[src/rtl/irqp_pkg.sv]
package irqp_pkg;
  localparam int NLVL = 8;
  localparam int LW   = $clog2(NLVL);

  typedef enum logic [2:0] {
    OP_NOP     = 3'd0,
    OP_END_NS  = 3'd1,
    OP_END_SP  = 3'd2,
    OP_ROT_NS  = 3'd3,
    OP_ROT_SP  = 3'd4,
    OP_SET_LOW = 3'd5
  } op_e;

  typedef struct packed {
    logic          hit;
    logic [LW-1:0] lvl;
    logic [LW-1:0] rank;
  } pick_t;
endpackage

[src/rtl/irqp_req.sv]
module irqp_req
  import irqp_pkg::*;
(
  input  logic            clk,
  input  logic            rst_n,
  input  logic [NLVL-1:0] req_i,
  input  logic [NLVL-1:0] lvl_mode_i,
  input  logic [NLVL-1:0] clr_i,
  output logic [NLVL-1:0] irr_o
);
  logic [NLVL-1:0] req_q, irr_q, irr_d;

  // edge levels hold until acknowledged; level levels follow the input
  assign irr_d = (lvl_mode_i & req_i)
               | (~lvl_mode_i & ((irr_q & ~clr_i) | (req_i & ~req_q)));

  always_ff @(posedge clk) begin
    if (!rst_n) begin
      req_q <= '0;
      irr_q <= '0;
    end else begin
      req_q <= req_i;
      irr_q <= irr_d;
    end
  end

  assign irr_o = irr_q;
endmodule

[src/rtl/irqp_pick.sv]
module irqp_pick
  import irqp_pkg::*;
(
  input  logic [NLVL-1:0] vec_i,
  input  logic [LW-1:0]   low_i,
  output pick_t           pick_o
);
  logic [LW-1:0] idx;

  always_comb begin
    pick_o = '0;
    idx    = '0;
    // walk from lowest rank upward so the highest-ranked hit is kept last
    for (int k = NLVL - 1; k >= 0; k--) begin
      idx = low_i + LW'(k + 1);
      if (vec_i[idx]) begin
        pick_o.hit  = 1'b1;
        pick_o.lvl  = idx;
        pick_o.rank = LW'(k);
      end
    end
  end
endmodule

[src/rtl/irqp_svc.sv]
module irqp_svc
  import irqp_pkg::*;
(
  input  logic            clk,
  input  logic            rst_n,
  input  logic            ack_fire_i,
  input  logic [LW-1:0]   win_i,
  input  logic            auto_rot_i,
  input  logic            cmd_valid_i,
  input  logic [2:0]      cmd_op_i,
  input  logic [LW-1:0]   cmd_lvl_i,
  input  pick_t           top_is_i,
  output logic [NLVL-1:0] isr_o,
  output logic [LW-1:0]   low_o
);
  logic [NLVL-1:0] isr_q, isr_d;
  logic [LW-1:0]   low_q, low_d;

  always_comb begin
    isr_d = isr_q;
    low_d = low_q;
    if (ack_fire_i) begin
      if (auto_rot_i) low_d = win_i;
      else            isr_d[win_i] = 1'b1;
    end
    if (cmd_valid_i) begin
      case (op_e'(cmd_op_i))
        OP_END_NS:  if (top_is_i.hit) isr_d[top_is_i.lvl] = 1'b0;
        OP_END_SP:  isr_d[cmd_lvl_i] = 1'b0;
        OP_ROT_NS:  if (top_is_i.hit) begin
                      isr_d[top_is_i.lvl] = 1'b0;
                      low_d = top_is_i.lvl;
                    end
        OP_ROT_SP:  begin
                      isr_d[cmd_lvl_i] = 1'b0;
                      low_d = cmd_lvl_i;
                    end
        OP_SET_LOW: low_d = cmd_lvl_i;
        default:    ;
      endcase
    end
  end

  always_ff @(posedge clk) begin
    if (!rst_n) begin
      isr_q <= '0;
      low_q <= LW'(NLVL - 1);
    end else begin
      isr_q <= isr_d;
      low_q <= low_d;
    end
  end

  assign isr_o = isr_q;
  assign low_o = low_q;
endmodule

[src/rtl/irq_prio_core.sv]
module irq_prio_core
  import irqp_pkg::*;
(
  input  logic            clk,
  input  logic            rst_n,
  input  logic [NLVL-1:0] req_i,
  input  logic [NLVL-1:0] lvl_mode_i,
  input  logic            mask_we_i,
  input  logic [NLVL-1:0] mask_i,
  input  logic            smm_i,
  input  logic            auto_rot_i,
  input  logic            cmd_valid_i,
  input  logic [2:0]      cmd_op_i,
  input  logic [LW-1:0]   cmd_lvl_i,
  input  logic            ack_i,
  output logic            irq_o,
  output logic [LW-1:0]   win_lvl_o,
  output logic [NLVL-1:0] irr_o,
  output logic [NLVL-1:0] isr_o,
  output logic [NLVL-1:0] imr_o
);
  logic [NLVL-1:0] imr_q, irr, isr, pend, cand, clr;
  logic [LW-1:0]   low;
  pick_t           p_req, p_isr;
  logic            irq, ack_fire;

  always_ff @(posedge clk) begin
    if (!rst_n)         imr_q <= '1;
    else if (mask_we_i) imr_q <= mask_i;
  end

  irqp_req u_req (
    .clk(clk), .rst_n(rst_n), .req_i(req_i), .lvl_mode_i(lvl_mode_i),
    .clr_i(clr), .irr_o(irr)
  );

  assign pend = irr & ~imr_q;
  assign cand = smm_i ? (pend & ~isr) : pend;

  irqp_pick u_pick_req (.vec_i(cand), .low_i(low), .pick_o(p_req));
  irqp_pick u_pick_isr (.vec_i(isr),  .low_i(low), .pick_o(p_isr));

  assign irq      = p_req.hit && (smm_i || !p_isr.hit || (p_req.rank < p_isr.rank));
  assign ack_fire = ack_i && irq;
  assign clr      = ack_fire ? (NLVL'(1) << p_req.lvl) : '0;

  irqp_svc u_svc (
    .clk(clk), .rst_n(rst_n), .ack_fire_i(ack_fire), .win_i(p_req.lvl),
    .auto_rot_i(auto_rot_i), .cmd_valid_i(cmd_valid_i), .cmd_op_i(cmd_op_i),
    .cmd_lvl_i(cmd_lvl_i), .top_is_i(p_isr), .isr_o(isr), .low_o(low)
  );

  assign irq_o     = irq;
  assign win_lvl_o = p_req.lvl;
  assign irr_o     = irr;
  assign isr_o     = isr;
  assign imr_o     = imr_q;
endmodule

[config.mk]
export PLATFORM = sky130hd
export DESIGN_NAME = irq_prio_core
export DESIGN_NICKNAME = d
export VERILOG_FILES = /design/src/rtl/irqp_pkg.sv /design/src/rtl/irqp_req.sv /design/src/rtl/irqp_pick.sv /design/src/rtl/irqp_svc.sv /design/src/rtl/irq_prio_core.sv
export SDC_FILE = /design/constraint.sdc
export NUM_CORES = 1
export LEC_CHECK = 0
export ABC_AREA = 1
export BUFFER_PORTS_ARGS = -buffer_cell sky130_fd_sc_hd__buf_2
export CAP_MARGIN = 20
export CORE_MARGIN = 4
export CORE_UTILIZATION = 24
export CTS_BUF_LIST = sky130_fd_sc_hd__clkbuf_4
export DETAILED_ROUTE_END_ITERATION = 7
export PLACE_DENSITY_LB_ADDON = 0.3
export SYNTH_ARGS = -nofsm -noshare
export SYNTH_HDL_FRONTEND = slang
export SYNTH_SLANG_ARGS = --single-unit
[constraint.sdc]
create_clock -name clk -period 4.5 [get_ports clk]
set_input_delay 0.45 -clock clk [delete_from_list [all_inputs] [get_ports clk]]
set_output_delay 0.45 -clock clk [all_outputs]
set_load 0.02 [all_outputs]
==> results.py <==
metrics = {
    "sta": {
        "rsz0062_at_grt": "false",
        "max_freq_ghz": 0.251,
        "relSlewSlack_pct": 63.3,
        "fin_crit_sh_pct": 88.6,
        "fin_crit_ns": 3.99,
        "setup_viol": 0,
        "tightest_slew_ns": 0.549,
        "fin_worst_skew_ns": 0.0114,
        "finalSetupTns_ns": 0,
        "finalHoldViolCount": 0,
        "setup_ws_ns": 0.512,
        "drv_slew": 0,
    },
    "placement": {
        "place_ws_ns": 0.884,
        "dp.cells": 787,
        "portBuffers": 64,
        "routabilityCongestion": 0.933,
        "hpwl_um": 8400,
        "post_dp_cell_area_um2": 3660,
    },
    "floorplan": {
        "num_rows": 41,
        "die_area_um2": 15100,
        "die_x_um": 123,
        "io_pins": 65,
        "start_util_pct": 24.8,
        "core_area_um2": 12800,
        "die_h_um": 123,
    },
    "global_routing": {
        "overflow": 0,
        "grt_pass1_vias": 3504,
        "grt_usage_pct": 13.9,
        "antenna_found_initial": 0,
        "grt_pass1_wl_um": 17000,
        "grt_max_degree": 27,
    },
    "clock_network": {
        "postCtsResizedCells": 0,
        "cts_sinks": 35,
        "clk_pin_slew_ns": 0.12,
        "worstSkewPairLatency_ns": 0.35,
        "cts_setup_buffers": 0,
        "numCtsBuffers": 5,
        "clock_tree.buffer_depth": 2,
        "cts_tree": "yes",
        "cts_root_buf": "clkbuf_4",
        "cts_hold_buf": 0,
        "ctsHtreeMaxLevel": 2,
    },
    "synthesis": {
        "yosys-top-cells-count": "nand2_1, nand3_1, inv_1, dfxtp_1, a21oi_1",
        "synth_edf_count": 0,
        "ys_types": 34,
        "postSynthAreaPerCell_um2": 5.64,
        "yosys.area.top_type_share_pct": 23.3,
        "synth_area_leaders": "nand2_1, dfxtp_1, nand3_1, inv_1, a21oi_1",
        "synth_most_common_cell": "nand2_1",
        "synthFlopType": "dfxtp_1",
        "ys_warn_count": 0,
        "synth.largest_area_cell": "nand2_1",
        "synth_seq_cells": 35,
        "async_reset_ff_share_pct": 0,
        "netlist_area_um2": 3170,
        "syn-num-nets": 604,
        "netlist_instances": 563,
        "ys_seq_area_share_pct": 22.1,
    },
    "worst_setup_path": {
        "worstSetupStartpoint": "u_svc.low_o[1]",
        "worstSetupEndpointType": "output port",
        "reg2reg_depth": 21,
        "start_kind": "flip-flop",
        "path_max_fanout": 13,
        "cp.required_ns": 4.05,
        "r2r_start": "u_svc.low_o[1]",
        "worst-setup-path-type": "reg -> out",
        "reg2reg_to": "u_req.irr_o[2]",
        "r2r_setup_slack_ns": 0.85,
        "cp.arrival_ns": 3.54,
        "endpoint": "irq_o",
    },
    "drt": {
        "wl_um": 10200,
        "via_per_inst": 4.56,
        "drc": 0,
        "via_count": 3624,
        "avgRoutedWirePerCell_um": 12.9,
        "drt_iter0_markers": 326,
        "ant_nets": 0,
        "dr.pass1.iters": 5,
    },
    "final_layout": {
        "layout.cells.non_filler": 794,
        "layout.nets": 663,
        "area_growth_syn_to_layout_pct": 17.6,
        "drive_gt1_share_pct": 16.9,
        "n_fill_cell": 1492,
        "fin_area_um2": 3730,
        "antenna_cells": 0,
    },
    "status": {
        "status": "complete, no violations",
    },
    "hold_path": {
        "hold_path_class": "in -> reg",
    },
    "job": {
        "cap_violations": 0,
    },
}
==> layout by cell type, fill, tap and decap left out <==
master      count
nor2_2          2
nand2_1       197
a21boi_0        1
xnor2_4         1
a21oi_2         3
ha_1            4
a31oi_1         6
nor3_1          4
nand3_1        97
nand3_2         3
o21ai_1        11
xor2_4          2
o31ai_1         1
o21ai_0        19
inv_2           7
a21oi_1        30
clkinv_2        1
nand4_1         6
buf_2          64
inv_1          71
nand2_2         3
nand2_4         1
o21ai_2         2
clkinvlp_4      1
o211ai_1        2
nor2_1         29
nand3_4         1
o21bai_1        2
buf_4           4
clkbuf_4        5
dfxtp_1        35
bufinv_16       1
nor2_4          4
clkinv_1        2
==> per-stage QoR <==
| stage | hold slack (ns) | util (%) |
|---|---|---|
| final | 0.289 | 29.2 |
| after global routing | 0.294 | 29.2 |
| after CTS | 0.281 | 29.2 |
| after detailed placement | 0.460 | 28.6 |
| after global placement | 0.451 | 28.6 |
| after floorplan | 0.443 | - |
==> per-layer routing <==
layer | vias to the layer above | routed length, um | GRT usage, %
met5 | - | 0 | 0
met4 | 0 | 204 | 4.36
met3 | 18 | 455 | 1.78
met2 | 113 | 4820 | 24.0
met1 | 1571 | 4750 | 18.1
li1 | 1922 | - | -
==> critical path, stage by stage, from the launching register on <==
cell and delay [ns]:
dfxtp_1 0.32, inv_1 0.32, ha_1 0.47, inv_1 0.36, nand3_1 0.15, nand3_1 0.12
nand2_1 0.09, inv_1 0.09, nand2_1 0.07, nor3_1 0.21, nor3_1 0.08, ha_1 0.31
nand2_1 0.07, inv_1 0.03, nand2_1 0.05, nand2_1 0.08, nand2_4 0.10, nand2_1 0.05
inv_1 0.05, buf_2 0.15
==> kinds of logic after synthesis <==
| logic type | synth area share (%) |
|---|---|
| buffers and inverters | 12.2 |
| flip-flops | 22.1 |
| XOR/XNOR | 2.60 |
| AO/OA/AOI/OAI | 13.4 |
| adder cells (fa/ha/maj) | 1.58 |
| AND/OR/NAND/NOR | 48.1 |
==> flip-flops by register name, indices dropped and copies added (netlist names) <==
register     cells
imr_o            8
u_req.req_q      8
u_svc.low_o      3
u_req.irr_o      8
u_svc.isr_o      8
==> final cells by class <==
cell class,instances,area [um2],area share (%)
Sequential cell,35,701,18.8
Timing Repair Buffer,68,350,9.39
Clock inverter,2,37.5,1.01
Tap cell,172,215,5.77
Multi-Input combinational cell,431,2090,55.9
Inverter,81,305,8.18
Clock buffer,5,37.5,1.01
==> worst min-delay path by stage <==
stage | cells past startpoint | startpoint | end | slack, ns
2_1_floorplan | 3 | u_req.req_q[0] | u_req.irr_o[0] | 0.44
6_report | 3 | req_i[6] | u_req.req_q[6] | 0.29
3_3_place_gp | 3 | u_req.req_q[0] | u_req.irr_o[0] | 0.45
5_1_grt | 3 | req_i[6] | u_req.req_q[6] | 0.29
3_5_place_dp | 3 | u_req.req_q[0] | u_req.irr_o[0] | 0.46
4_1_cts | 3 | req_i[5] | u_req.req_q[5] | 0.28
Power is left out: the tool's default activity adds up to more than one toggle a clock period on the data nets, which glitch-free logic cannot reach.
